<file path="config.mk">
export PLATFORM = sky130hd
export DESIGN_NAME = ata_taskfile_ctrl
export DESIGN_NICKNAME = d
export VERILOG_FILES = /design/src/rtl/ata_tf_pkg.sv /design/src/rtl/ata_cmd_decode.sv /design/src/rtl/ata_pkt_slot.sv /design/src/rtl/ata_irq_ctl.sv /design/src/rtl/ata_taskfile_ctrl.sv
export SDC_FILE = /design/constraint.sdc
export NUM_CORES = 1
export LEC_CHECK = 0
export ABC_AREA = 1
export BUFFER_PORTS_ARGS = -buffer_cell sky130_fd_sc_hd__buf_2
export CAP_MARGIN = 40
export CORE_MARGIN = 2
export CORE_UTILIZATION = 55
export CTS_CLUSTER_DIAMETER = 200
export CTS_CLUSTER_SIZE = 25
export DETAILED_ROUTE_END_ITERATION = 7
export PLACE_DENSITY_LB_ADDON = 0.25
export SKIP_CTS_REPAIR_TIMING = 1
export SYNTH_ARGS = -nofsm -noshare
export SYNTH_HDL_FRONTEND = slang
export SYNTH_HIERARCHICAL = 1
export SYNTH_SLANG_ARGS = --single-unit
export TNS_END_PERCENT = 20
</file>
<file path="constraint.sdc">
create_clock -name clk -period 4.6 [get_ports clk]
set_input_delay 0.92 -clock clk [delete_from_list [all_inputs] [get_ports clk]]
set_output_delay 0.92 -clock clk [all_outputs]
set_load 0.1 [all_outputs]
</file>
<file path="src/rtl/ata_tf_pkg.sv">
package ata_tf_pkg;
  typedef enum logic [1:0] {
    KIND_DISK    = 2'd0,
    KIND_OPTICAL = 2'd1,
    KIND_EMPTY   = 2'd2
  } dev_kind_e;

  localparam logic [7:0] OP_PACKET    = 8'hA0;
  localparam logic [7:0] OP_PKT_IDENT = 8'hA1;
  localparam logic [7:0] OP_SET_FEAT  = 8'hEF;

  localparam logic [7:0] ST_BSY = 8'h80;
  localparam logic [7:0] ST_RDY = 8'h40;
  localparam logic [7:0] ST_DF  = 8'h20;
  localparam logic [7:0] ST_DSC = 8'h10;
  localparam logic [7:0] ST_DRQ = 8'h08;
  localparam logic [7:0] ST_ERR = 8'h01;

  localparam logic [7:0] ABORT_STATUS = 8'h41;
  localparam logic [7:0] ABORT_ERROR  = 8'h04;
  localparam logic [7:0] IDENT_STATUS = 8'h58;

  typedef struct packed {
    logic [7:0] status;
    logic       load_err;
    logic [7:0] err;
    logic       irq;
    logic       pkt_setup;
    logic       ident;
    logic       unsup;
  } cmd_act_t;
endpackage

</file>
<file path="src/rtl/ata_cmd_decode.sv">
module ata_cmd_decode
  import ata_tf_pkg::*;
(
  input  logic [7:0] op,
  input  dev_kind_e  kind,
  input  logic [7:0] status_cur,
  output cmd_act_t   act
);
  logic [7:0] st;

  always_comb begin
    act        = '0;
    act.status = status_cur;
    st         = status_cur;
    case (op)
      OP_PACKET: begin
        if (kind != KIND_OPTICAL) begin
          st           = ABORT_STATUS;
          act.load_err = 1'b1;
          act.err      = ABORT_ERROR;
          act.irq      = 1'b1;
        end
        act.status    = (st & ~(ST_BSY | ST_DF | ST_ERR)) | ST_DRQ;
        act.pkt_setup = 1'b1;
      end
      OP_PKT_IDENT: begin
        act.status   = IDENT_STATUS;
        act.load_err = 1'b1;
        act.err      = 8'h00;
        act.irq      = 1'b1;
        act.ident    = 1'b1;
      end
      OP_SET_FEAT: begin
        act.status = (status_cur & ~(ST_BSY | ST_DF | ST_ERR)) | ST_RDY | ST_DSC;
        act.irq    = 1'b1;
      end
      default: act.unsup = 1'b1;
    endcase
  end
endmodule

</file>
<file path="src/rtl/ata_pkt_slot.sv">
module ata_pkt_slot #(
  parameter int BUF_BYTES = 16,
  parameter int PKT_BYTES = 12,
  localparam int IDXW = $clog2(BUF_BYTES + 1),
  localparam int AW   = $clog2(BUF_BYTES)
) (
  input  logic                   clk,
  input  logic                   rst_n,
  input  logic                   wr_en,
  input  logic [IDXW-1:0]        wr_idx,
  input  logic [7:0]             wr_byte,
  output logic [PKT_BYTES*8-1:0] pkt_bytes
);
  logic [7:0] mem [BUF_BYTES];

  always_ff @(posedge clk or negedge rst_n) begin
    if (!rst_n) begin
      for (int i = 0; i < BUF_BYTES; i++) mem[i] <= 8'h00;
    end else if (wr_en && (wr_idx < IDXW'(BUF_BYTES))) begin
      mem[wr_idx[AW-1:0]] <= wr_byte;
    end
  end

  for (genvar g = 0; g < PKT_BYTES; g++) begin : g_out
    assign pkt_bytes[g*8 +: 8] = mem[g];
  end
endmodule

</file>
<file path="src/rtl/ata_irq_ctl.sv">
module ata_irq_ctl (
  input  logic clk,
  input  logic rst_n,
  input  logic raise_i,
  input  logic dis_i,
  input  logic bm_clr_i,
  output logic irq_o,
  output logic bm_int_o
);
  always_ff @(posedge clk or negedge rst_n) begin
    if (!rst_n) begin
      irq_o    <= 1'b0;
      bm_int_o <= 1'b0;
    end else begin
      irq_o <= raise_i && !dis_i;
      if (raise_i && !dis_i) bm_int_o <= 1'b1;
      else if (bm_clr_i)     bm_int_o <= 1'b0;
    end
  end

  // an interrupt pulse only follows a cycle with gating open
  a_r7_gate_open: assert property (@(posedge clk) disable iff (!rst_n)
    irq_o |-> !$past(dis_i));
  // a delivered interrupt always leaves the bus-master flag set
  a_r7_bm_flag: assert property (@(posedge clk) disable iff (!rst_n)
    irq_o |-> bm_int_o);
  // with gating closed no new interrupt appears
  a_r7_no_pulse: assert property (@(posedge clk) disable iff (!rst_n)
    (raise_i && dis_i) |=> !irq_o);
endmodule

</file>
<file path="src/rtl/ata_taskfile_ctrl.sv">
module ata_taskfile_ctrl
  import ata_tf_pkg::*;
#(
  parameter int BUF_BYTES = 16,
  parameter int PKT_BYTES = 12,
  localparam int NSLOT = 2,
  localparam int IDXW  = $clog2(BUF_BYTES + 1)
) (
  input  logic                   clk,
  input  logic                   rst_n,
  input  logic [2*NSLOT-1:0]     slot_kind,
  input  logic                   tf_wr,
  input  logic [1:0]             tf_sel,
  input  logic [7:0]             tf_wdata,
  input  logic                   dh_wr,
  input  logic [7:0]             dh_wdata,
  input  logic                   dc_wr,
  input  logic [7:0]             dc_wdata,
  input  logic                   cmd_wr,
  input  logic [2:0]             cmd_len,
  input  logic [7:0]             cmd_wdata,
  input  logic                   dp_valid,
  output logic                   dp_ready,
  input  logic [7:0]             dp_data,
  output logic                   pkt_valid,
  input  logic                   pkt_ready,
  output logic [PKT_BYTES*8-1:0] pkt_data,
  input  logic                   bm_int_clr,
  output logic                   irq,
  output logic                   bm_int,
  output logic [7:0]             status,
  output logic [7:0]             error,
  output logic [7:0]             sect_cnt,
  output logic [7:0]             sect_num,
  output logic [15:0]            cylinder,
  output logic [7:0]             drive_head,
  output logic [7:0]             cmd_reg,
  output logic [IDXW-1:0]        xfer_idx,
  output logic [IDXW-1:0]        xfer_len,
  output logic                   ident_load,
  output logic                   bad_len,
  output logic                   bad_cmd,
  output logic                   bad_dispatch
);
  localparam int SEL_BIT = 4;
  localparam int DIS_BIT = 1;

  logic [7:0]      devctl;
  logic            sel;
  dev_kind_e       cur_kind;
  cmd_act_t        act;
  logic            cmd_go;
  logic            dp_fire;
  logic [IDXW-1:0] idx_inc;
  logic [PKT_BYTES*8-1:0] slot_bytes [NSLOT];

  assign sel      = drive_head[SEL_BIT];
  assign cur_kind = dev_kind_e'(slot_kind[sel*2 +: 2]);
  assign cmd_go   = cmd_wr && (cmd_len == 3'd1);
  assign dp_ready = !pkt_valid && !cmd_wr;
  assign dp_fire  = dp_valid && dp_ready;
  assign idx_inc  = (xfer_idx == IDXW'(BUF_BYTES)) ? xfer_idx : xfer_idx + 1'b1;

  ata_cmd_decode u_dec (
    .op         (cmd_wdata),
    .kind       (cur_kind),
    .status_cur (status),
    .act        (act)
  );

  for (genvar g = 0; g < NSLOT; g++) begin : g_slot
    ata_pkt_slot #(.BUF_BYTES(BUF_BYTES), .PKT_BYTES(PKT_BYTES)) u_slot (
      .clk       (clk),
      .rst_n     (rst_n),
      .wr_en     (dp_fire && (sel == 1'(g))),
      .wr_idx    (xfer_idx),
      .wr_byte   (dp_data),
      .pkt_bytes (slot_bytes[g])
    );
  end

  assign pkt_data = slot_bytes[sel];

  ata_irq_ctl u_irq (
    .clk      (clk),
    .rst_n    (rst_n),
    .raise_i  (cmd_go && act.irq),
    .dis_i    (devctl[DIS_BIT]),
    .bm_clr_i (bm_int_clr),
    .irq_o    (irq),
    .bm_int_o (bm_int)
  );

  always_ff @(posedge clk or negedge rst_n) begin
    if (!rst_n) begin
      status       <= 8'h00;
      error        <= 8'h01;
      sect_cnt     <= 8'h01;
      sect_num     <= 8'h01;
      cylinder     <= 16'h0000;
      drive_head   <= 8'h00;
      devctl       <= 8'h08;
      cmd_reg      <= 8'h00;
      xfer_idx     <= '0;
      xfer_len     <= '0;
      pkt_valid    <= 1'b0;
      ident_load   <= 1'b0;
      bad_len      <= 1'b0;
      bad_cmd      <= 1'b0;
      bad_dispatch <= 1'b0;
    end else begin
      ident_load   <= 1'b0;
      bad_cmd      <= 1'b0;
      bad_dispatch <= 1'b0;
      bad_len      <= cmd_wr && !cmd_go;

      if (tf_wr) begin
        case (tf_sel)
          2'd0: sect_cnt        <= tf_wdata;
          2'd1: sect_num        <= tf_wdata;
          2'd2: cylinder[7:0]   <= tf_wdata;
          2'd3: cylinder[15:8]  <= tf_wdata;
          default: ;
        endcase
      end
      if (dh_wr) drive_head <= dh_wdata;
      if (dc_wr) devctl     <= dc_wdata;

      if (pkt_valid && pkt_ready) pkt_valid <= 1'b0;

      if (cmd_go) begin
        cmd_reg    <= cmd_wdata;
        status     <= act.status;
        bad_cmd    <= act.unsup;
        ident_load <= act.ident;
        if (act.load_err) error <= act.err;
        if (act.pkt_setup) begin
          sect_cnt  <= 8'h01;
          xfer_len  <= IDXW'(PKT_BYTES);
          xfer_idx  <= '0;
          pkt_valid <= 1'b0;
        end
      end else if (dp_fire) begin
        xfer_idx <= idx_inc;
        if (idx_inc >= xfer_len) begin
          if (cmd_reg == OP_PACKET) pkt_valid    <= 1'b1;
          else                      bad_dispatch <= 1'b1;
        end
      end
    end
  end

  // a wrongly sized command write changes nothing it guards
  a_r1_len_reject: assert property (@(posedge clk) disable iff (!rst_n)
    (cmd_wr && cmd_len != 3'd1) |=> (bad_len && $stable(status) && $stable(cmd_reg) && $stable(error)));
  // identify settles status and error
  a_r4_ident_regs: assert property (@(posedge clk) disable iff (!rst_n)
    (cmd_go && cmd_wdata == OP_PKT_IDENT) |=> (status == IDENT_STATUS && error == 8'h00));
  // unsupported command leaves status in place
  a_r6_unsup_stable: assert property (@(posedge clk) disable iff (!rst_n)
    (cmd_go && cmd_wdata != OP_PACKET && cmd_wdata != OP_PKT_IDENT && cmd_wdata != OP_SET_FEAT)
      |=> (bad_cmd && $stable(status)));
  // an offered packet holds until taken
  a_r8_pkt_hold: assert property (@(posedge clk) disable iff (!rst_n)
    (pkt_valid && !pkt_ready && !cmd_wr) |=> (pkt_valid && $stable(pkt_data)));
  // the index never runs past the buffer
  a_r8_idx_bound: assert property (@(posedge clk) disable iff (!rst_n)
    xfer_idx <= IDXW'(BUF_BYTES));
endmodule

</file>
==> flow_summary.toml <==
[run_status]
status = "finished clean"

[clocking]
clockBufferDepth = 3
path_clk_slew_ns = 0.10
numCtsBuffers = 14
clock-sinks = 270
cts_root_buf = "clkbuf_16"
htree_levels = 1
clk_latency_ns = 0.50
cts_tree = "built"

[timing]
period_minus_slack_ns = 3.22
period_share = 0.701
skew_ns = 0.0191
hold_violations = 0
rsz0062_at_grt = "no"
slew_headroom = 0.331
max_slew.worst_pin.slew_ns = 1.00
tns_ns = 0
setup-violations-final = 0
max_freq_ghz = 0.310
drv_slew = 0

[placement]
hpwl_um = 21600
port_buffers = 225
place_congestion = 0.856

[run]
maxCapViolCount = 0

[floorplanning]
rows = 55
initial_core_util = 0.557
die-area_um2 = 24100
die_x_um = 155
core_area_um2 = 22600
ios = 236
die_h_um = 155

[finish]
area_growth_pct = 13.5
nets = 1844
layout_common_cells = "820 x nand2_1, 266 x dfrtp_1, 231 x nand3_1"
multiInputGateArea_um2 = 5080
largest_register_ffs = 192
fillers = 2002
seqCellArea_um2 = 6760
drive_gt1_frac = 0.180
final_common_cell = "nand2_1"

[yosys]
ys_seq_area_frac = 0.538
synth_area_um2 = 12600
synth_top_cell_area_share = 0.531
synth.distinct_cells = 34
yosys_warnings = 6
yosys_register_bits = 270
synth.area.top_cells = "dfrtp_1 53%, nand2_1 24%, nand3_1 9.2%"
synth_top_cell_by_area = "dfrtp_1"
syn_area_per_cell_um2 = 7.82
synth_cells = 1608

[critical_path]
cp_max_fo = 57
timing.rr.start = "pkt_valid"
setup.worst_path.class = "register to output pin"
end_kind = "output pin"
required_ns = 3.68
startpoint = "drive_head[4]"
arrival_ns = 2.30
cp-start-kind = "register"
r2r.worst_path.cells = 8

[power_and_ir_drop]
p_per_area_nw_per_um2 = 733
ir_worst_vdd_uv = 608
p_total_mw = 10.5
power_leakage_nw = 8.44

[routing]
drt_iter0_markers = 974
wl_um = 33700
drc = 0
post_drt_wl_per_cell_um = 16.3
vias = 11100
drtAntennaViolNets = 0
dr.pass1.iters = 6
post_drt_via_cell_ratio = 5.34

[grt]
grt_use_total = 0.285
grt_pass1_vias = 10600
grt.overflow.total = 0
antenna_found_initial = 4
grt_max_degree = 130
grt_pass1_wl_um = 55500

[hold_path]
hp-class = "register to register"
worstHoldStart = "error[0]"
hold_depth = 2
==> cells by family (layout without fill, tap and decap cells) <==
logic type / after synthesis / count (layout) / synth area share
AO/OA/AOI/OAI: 40 / 40 / 0.0166
XOR/XNOR: 2 / 2 / 0.00139
adder cells (fa/ha/maj): 4 / 4 / 0.00398
buffers and inverters: 166 / 335 / 0.0608
flip-flops: 270 / 270 / 0.538
multiplexers: 8 / 8 / 0.00716
other: 2 / 13 / 0.000597
AND/OR/NAND/NOR: 1116 / 1116 / 0.372
==> worst max-delay path: stages (launching register included) <==
cell     delay [ns]
dfrtp_2        0.38
buf_4          0.43
buf_16         0.31
nand2_1        0.09
nand2_1        0.14
buf_2          0.45
==> final timing paths <==
| check | slack (ns) | end |
|---|---|---|
| max | 1.38 | pkt_data[31] |
| min | 0.47 | error[0] |
| max reg2reg | 1.99 | g_slot[0].u_slot/pkt_bytes[79] |
| min reg2reg | 0.47 | error[0] |
| max in group asynchronous | 3.04 | sect_cnt[0] |
| min in group asynchronous | 0.53 | status[1] |
==> metal layers <==
layer	GRT usage	share of wire	vias up
met1	0.400	0.43	5214
met5	0	0	-
li1	-	-	5337
met2	0.458	0.46	441
met3	0.0462	0.076	68
met4	0.0957	0.029	0
==> per-stage QoR <==
| stage | setup WS [ns] | hold slack, ns | utilization | std cells | cell area, µm² |
|---|---|---|---|---|---|
| final | 1.38 | 0.473 | 0.632 | 2073 | 14300 |
| after global placement | 1.51 | 0.453 | 0.607 | 2041 | 13700 |
| after floorplan | 0.872 | 0.442 | - | 1616 | 12600 |
| after global routing | 1.22 | 0.497 | 0.632 | 2073 | 14300 |
| after detailed placement | 1.43 | 0.456 | 0.615 | 2051 | 13900 |
| after CTS | 1.35 | 0.473 | 0.632 | 2070 | 14300 |
==> where the power goes <==
| part | switching [mW] | internal [mW] | total [mW] |
|---|---|---|---|
| clock | 0.760 | 0.599 | 1.36 |
| sequential | 0.482 | 3.11 | 3.59 |
| combinational | 4.63 | 0.879 | 5.51 |
| total | 5.88 | 4.58 | 10.5 |
==> final cells by class <==
class,instances,area share
antenna,3,0.000526
clock buffer,18,0.0271
clock inverter,1,0.000526
inverter,71,0.0188
multi-input combinational,1180,0.356
sequential,270,0.474
tap,285,0.0250
timing repair buffer,245,0.0983
==> Yosys cell counts (all sizes together) <==
master  instances
nand2         832
dfrtp         267
nand3         234
buf            70
inv            70
nor2           41
o21ai          34
clkbuf         25
mux2            8
ha              4
dfstp           3
nand4           3
o22ai           3
conb            2
nand3b          2
nor3            2
o211ai          2
xor2            2
a21oi           1
clkinv          1
nor4            1
or2             1
(Power assumes the default switching activity.)
